--- config.mk ---
export PLATFORM = sky130hd
export DESIGN_NAME = gated_timer
export DESIGN_NICKNAME = d
export VERILOG_FILES = /design/src/rtl/gtmr_pkg.sv /design/src/rtl/gtmr_prescaler.sv /design/src/rtl/gtmr_edge_sync.sv /design/src/rtl/gtmr_count_core.sv /design/src/rtl/gated_timer.sv
export SDC_FILE = /design/constraint.sdc
export NUM_CORES = 1
export LEC_CHECK = 0
export CELL_PAD_IN_SITES_DETAIL_PLACEMENT = 0
export CELL_PAD_IN_SITES_GLOBAL_PLACEMENT = 1
export CORE_ASPECT_RATIO = 1.25
export CORE_MARGIN = 5
export CORE_UTILIZATION = 50
export CTS_BUF_LIST = sky130_fd_sc_hd__clkbuf_8 sky130_fd_sc_hd__clkbuf_16
export DETAILED_ROUTE_END_ITERATION = 6
export DONT_BUFFER_PORTS = 1
export GPL_TIMING_DRIVEN = 0
export PLACE_DENSITY = 0.86
export SKIP_CTS_REPAIR_TIMING = 1
export SLEW_MARGIN = 20
export SYNTH_ARGS = -nofsm -noshare
export SYNTH_HDL_FRONTEND = slang
export SYNTH_SLANG_ARGS = --single-unit
--- constraint.sdc ---
create_clock -name clk -period 6.6 [get_ports clk]
set_input_delay 0.66 -clock clk [delete_from_list [all_inputs] [get_ports clk]]
set_output_delay 0.66 -clock clk [all_outputs]
set_load 0.1 [all_outputs]
--- src/rtl/gtmr_pkg.sv ---
package gtmr_pkg;

    localparam int DW       = 8;
    localparam int CW       = 2 * DW;
    localparam int LO13_W   = 5;
    localparam int AW       = 2;

    localparam logic [AW-1:0] ADDR_CTRL = 2'd0;
    localparam logic [AW-1:0] ADDR_LO   = 2'd1;
    localparam logic [AW-1:0] ADDR_HI   = 2'd2;

    typedef enum logic [1:0] {
        MODE_13  = 2'b00,
        MODE_16  = 2'b01,
        MODE_X2  = 2'b10,
        MODE_X3  = 2'b11
    } mode_e;

    typedef struct packed {
        logic  ovf;
        logic  rsv;
        logic  fast;
        logic  run;
        logic  gate_en;
        logic  ext_sel;
        mode_e mode;
    } ctrl_t;

    typedef struct packed {
        logic [DW-1:0] lo;
        logic [DW-1:0] hi;
        logic          wrap;
    } count_nxt_t;

    function automatic count_nxt_t count_step(input logic mode13,
                                              input logic [DW-1:0] lo,
                                              input logic [DW-1:0] hi);
        count_nxt_t r;
        logic [CW:0] sum16;
        logic [LO13_W:0] sum_lo;
        logic [DW:0] sum_hi;
        r = '0;
        if (mode13) begin
            sum_lo = {1'b0, lo[LO13_W-1:0]} + 1'b1;
            sum_hi = {1'b0, hi} + {{DW{1'b0}}, sum_lo[LO13_W]};
            r.lo   = {lo[DW-1:LO13_W], sum_lo[LO13_W-1:0]};
            r.hi   = sum_hi[DW-1:0];
            r.wrap = sum_hi[DW];
        end else begin
            sum16  = {1'b0, hi, lo} + 1'b1;
            r.lo   = sum16[DW-1:0];
            r.hi   = sum16[CW-1:DW];
            r.wrap = sum16[CW];
        end
        return r;
    endfunction

    function automatic ctrl_t ctrl_from_byte(input logic [DW-1:0] b);
        ctrl_t c;
        c      = ctrl_t'(b);
        c.rsv  = 1'b0;
        return c;
    endfunction

endpackage

--- src/rtl/gtmr_prescaler.sv ---
module gtmr_prescaler #(
    parameter int DIV = 12
) (
    input  logic clk,
    input  logic rst,
    output logic tick
);
    localparam int PW = (DIV > 1) ? $clog2(DIV) : 1;

    generate
        if (DIV <= 1) begin : g_nodiv
            assign tick = 1'b1;
        end else begin : g_div
            localparam logic [PW-1:0] LAST = PW'(DIV - 1);
            logic [PW-1:0] ph_q;
            always_ff @(posedge clk) begin
                if (rst)               ph_q <= '0;
                else if (ph_q == LAST) ph_q <= '0;
                else                   ph_q <= ph_q + 1'b1;
            end
            assign tick = (ph_q == LAST);
        end
    endgenerate
endmodule

--- src/rtl/gtmr_edge_sync.sv ---
module gtmr_edge_sync #(
    parameter int STAGES = 2
) (
    input  logic clk,
    input  logic rst,
    input  logic din,
    output logic fall
);
    logic [STAGES-1:0] sync_q;
    logic              prev_q;

    always_ff @(posedge clk) begin
        if (rst) begin
            sync_q <= '1;
            prev_q <= 1'b1;
        end else begin
            sync_q <= {sync_q[STAGES-2:0], din};
            prev_q <= sync_q[STAGES-1];
        end
    end

    assign fall = prev_q & ~sync_q[STAGES-1];
endmodule

--- src/rtl/gtmr_count_core.sv ---
module gtmr_count_core
    import gtmr_pkg::*;
(
    input  logic          clk,
    input  logic          rst,
    input  logic          step,
    input  logic          mode13,
    input  logic          wr_lo,
    input  logic          wr_hi,
    input  logic [DW-1:0] wr_data,
    output logic [DW-1:0] lo,
    output logic [DW-1:0] hi,
    output logic          wrap
);
    count_nxt_t nxt;
    logic       any_wr;

    assign nxt    = count_step(mode13, lo, hi);
    assign any_wr = wr_lo | wr_hi;
    assign wrap   = step & ~any_wr & nxt.wrap;

    always_ff @(posedge clk) begin
        if (rst) begin
            lo <= '0;
            hi <= '0;
        end else if (any_wr) begin
            if (wr_lo) lo <= wr_data;
            if (wr_hi) hi <= wr_data;
        end else if (step) begin
            lo <= nxt.lo;
            hi <= nxt.hi;
        end
    end
endmodule

--- src/rtl/gated_timer.sv ---
module gated_timer
    import gtmr_pkg::*;
#(
    parameter int PRESCALE    = 12,
    parameter int SYNC_STAGES = 2
) (
    input  logic          clk,
    input  logic          rst,
    input  logic          wr_en,
    input  logic [AW-1:0] wr_addr,
    input  logic [DW-1:0] wr_data,
    input  logic [AW-1:0] rd_addr,
    output logic [DW-1:0] rd_data,
    input  logic          gate_in,
    input  logic          cnt_in,
    output logic          ovf_flag
);
    ctrl_t         ctrl_q;
    ctrl_t         ctrl_wr;
    logic          slow_tick;
    logic          ext_fall;
    logic          run_en;
    logic          step;
    logic          mode13;
    logic          wr_ctrl, wr_lo, wr_hi;
    logic          wrap;
    logic [DW-1:0] cnt_lo, cnt_hi;

    assign wr_ctrl = wr_en && (wr_addr == ADDR_CTRL);
    assign wr_lo   = wr_en && (wr_addr == ADDR_LO);
    assign wr_hi   = wr_en && (wr_addr == ADDR_HI);
    assign ctrl_wr = ctrl_from_byte(wr_data);

    gtmr_prescaler #(.DIV(PRESCALE)) u_pre (
        .clk  (clk),
        .rst  (rst),
        .tick (slow_tick)
    );

    gtmr_edge_sync #(.STAGES(SYNC_STAGES)) u_sync (
        .clk  (clk),
        .rst  (rst),
        .din  (cnt_in),
        .fall (ext_fall)
    );

    assign run_en = ctrl_q.run & (~ctrl_q.gate_en | gate_in);
    assign mode13 = (ctrl_q.mode == MODE_13);

    always_comb begin
        if (ctrl_q.ext_sel)   step = run_en & ext_fall;
        else if (ctrl_q.fast) step = run_en;
        else                  step = run_en & slow_tick;
    end

    gtmr_count_core u_core (
        .clk     (clk),
        .rst     (rst),
        .step    (step),
        .mode13  (mode13),
        .wr_lo   (wr_lo),
        .wr_hi   (wr_hi),
        .wr_data (wr_data),
        .lo      (cnt_lo),
        .hi      (cnt_hi),
        .wrap    (wrap)
    );

    always_ff @(posedge clk) begin
        if (rst) begin
            ctrl_q <= '0;
        end else begin
            if (wr_ctrl) begin
                ctrl_q     <= ctrl_wr;
                ctrl_q.ovf <= ctrl_wr.ovf | wrap;
            end else if (wrap) begin
                ctrl_q.ovf <= 1'b1;
            end
        end
    end

    always_comb begin
        case (rd_addr)
            ADDR_CTRL: rd_data = ctrl_q;
            ADDR_LO:   rd_data = cnt_lo;
            ADDR_HI:   rd_data = cnt_hi;
            default:   rd_data = '0;
        endcase
    end

    assign ovf_flag = ctrl_q.ovf;
endmodule

==> metrics.cfg <==
[yosys]
syn_inst = 252
ys_seq_area_share_pct = 30.4
synth_edf_count = 0
yosysWarnings = 0
ys_types = 53
synth-main-ff-cell = dfxtp_1
async_reset_ff_share_pct = 0
synth_seq_cells = 30
synth.net_count = 273
synth_area_um2 = 1980
syn_avg_cell_area_um2 = 7.84

[cts]
path_clk_slew_ns = 0.07
cts_tree = built
cts.htree.levels = 2
numCtsBuffers = 5
clockRootBuffer = clkbuf_8
cts.sinks = 30
clk_latency_ns = 0.29
clock_path_buffers = 2

[worst_setup_path]
cp_max_fo = 3
cp_num_buf_inv = 0
cp-startpoint = ovf_flag$_SDFFE_PP0P_
cp_slowest_cell = dfxtp_1
endpoint_kind = output pin
cp.arrival_ns = 2.39
worstSetupPathType = reg -> out
path_delay_family = flip-flops
slowest_delay_ns = 0.99
r2r_start = u_core.lo[2]$_SDFFE_PP0P_
worst_ep_required_time_ns = 5.94
path_cells = mux2i_1 > o21ai_2
cp-start-kind = flip-flop

[place]
placedCellCount = 306
gp_congestion = 0.917
dp_hpwl_mm = 4.38
numPortBuffers = 0

[grt]
top_usage_layer = met2
grt_pass1_vias = 1930
use_met3_pct = 4.90
antenna_found_initial = 0
grt_max_degree = 11
grt_pass1_wl_mm = 9.84
grt_overflow = 0
met1_usage_pct = 30.1
gr-usage-met2_pct = 40.8
grt.total_usage_pct = 24.4

[layout]
post-route-util_pct = 58.0
area_growth_syn_to_layout_pct = 12.0
multi_input_area_um2 = 1290
stdcell_count = 314
regArea_um2 = 601
drive_above_1_share_pct = 11.5
fillerInstances = 373
antenna_cells = 0
fin_nets = 280

[power_and_ir_drop]
clockPowerShare_pct = 47.1
peakVddDrop_mv = 0.145
p_int_mw = 0.371
p_per_area_nw_per_um2 = 228
total_power_mw = 0.504
seq_power_share_pct = 38.9
switching_power_mw = 0.133
leakage_nw = 0.727
switching_share_pct = 26.4
comb_power_share_pct = 13.9

[sta]
finClkSkew_ns = 0.00948
rsz0062_at_grt = no
fmax_mhz = 327
hold_viol_final = 0
fin_crit_ns = 3.05
drv_slew = 0
period_share_pct = 46.3
worst_slew_pin_slew_ns = 1.10
slew_headroom_pct = 26.8
fin_tns_setup_ns = 0
setup_viol = 0

[worst_hold_path]
hold_class = reg -> reg
hp-start = u_sync.sync_q[0]$_SDFF_PP1_

[drt]
drt-initial-drc-count = 125
vias_per_cell = 6.58
wirelength_mm = 6.00
ant_nets = 0
vias = 2065
drc = 0
dr.pass1.iters = 7
wl_per_cell_um = 19.1

[die]
die-area_um2 = 5320
die_h_um = 80.3
core_um2 = 3820
io_pins = 26
floorplan.initialDensity_pct = 51.8
die_w_um = 66.2
rows = 25

[run]
maxCapViolations = 0

[status]
status = finished, final reports clean

[final cells by class]
class / instances / area share [%]
multi-input cells: 197 / 58.5
clock inverters: 2 / 2.71
inverters: 9 / 1.53
clock buffers: 6 / 3.73
well taps: 54 / 3.05
plain buffers: 16 / 3.34
flip-flops and latches: 30 / 27.1
[per-layer routing]
layer / vias up / routed length (um)
li1: 972 / -
met1: 986 / 2490
met2: 95 / 2910
met3: 12 / 470
met4: 0 / 122
met5: - / 0
[state kept, by name, summed over array words and instances (netlist names)]
signal and cells:
ctrl_q 6, ovf_flag 1, u_core.hi 8, u_core.lo 8
u_pre.g_div.ph_q 4, u_sync.prev_q 1, u_sync.sync_q 2
[through the flow]
step                      cell area (um^2)  setup slack, ns  hold WS [ns]
after floorplan                       1980             2.65         0.389
after global routing                  2210             3.48         0.451
final                                 2210             3.55         0.431
after global placement                2040             2.38         0.408
after detailed placement              2070             3.64         0.413
after CTS                             2210             3.53         0.438
[path summary, 6_finish.rpt]
path | cells after the start | to | slack, ns
min | 1 | u_sync.sync_q[1]$_SDFF_PP1_ | 0.43
max reg2reg | 10 | u_core.hi[4]$_SDFFE_PP0P_ | 3.81
max | 2 | rd_data[7] | 3.55
min reg2reg | 1 | u_sync.sync_q[1]$_SDFF_PP1_ | 0.43
[synth_stat cells (all sizes together) (4+ instances only)]
cell type	n	area share, %
buf	6	1.8
nor2b	4	1.3
a21oi	13	3.3
nand4	7	2.5
nand3	7	1.8
dfxtp	30	30
and3	4	1.3
a31oi	4	1.3
or2	6	1.9
o31ai	8	3.0
ha	4	2.5
nand2	24	4.6
a211oi	5	1.9
mux2i	13	6.6
o32ai	5	2.2
nor3	6	1.5
a311oi	4	1.8
clkbuf	10	2.0
nor3b	4	1.5
o21ai	17	4.3
nor2	22	4.2
inv	9	1.7
[logic make-up after synthesis]
logic type                 synth area share, %
AOI/OAI and AO/OA                         27.6
xor gates and xnor gates                  1.33
adders and majority gates                 2.53
buffers and inverters                     5.44
DFF                                       30.4
muxes                                     6.58
and+or+nand+nor                           26.1
[power groups by stage]
stage | Clock, mW | Sequential [mW] | Combinational (mW)
detailed placement | 0 | 0.200 | 0.0692
CTS | 0.239 | 0.196 | 0.0695
global placement | 0 | 0.200 | 0.0683
floorplan | 0 | 0.198 | 0.0545
global route | 0.248 | 0.197 | 0.0768
finish | 0.237 | 0.196 | 0.0703
[cells in the final DEF (no fill, tap or decap), types with 5 or more instances in the layout]
master and n:
dfxtp_1 30, nand2_1 24, nor2_1 22, mux2i_1 13, a21oi_1 13, o21ai_0 10
clkbuf_1 9, inv_1 9, o31ai_1 8, o21ai_2 7, nand3_1 7, nand4_1 6
nor3_1 6, clkbuf_8 6, o32ai_1 5, or2_2 5, a211oi_1 5
(Power assumes the default switching activity.)
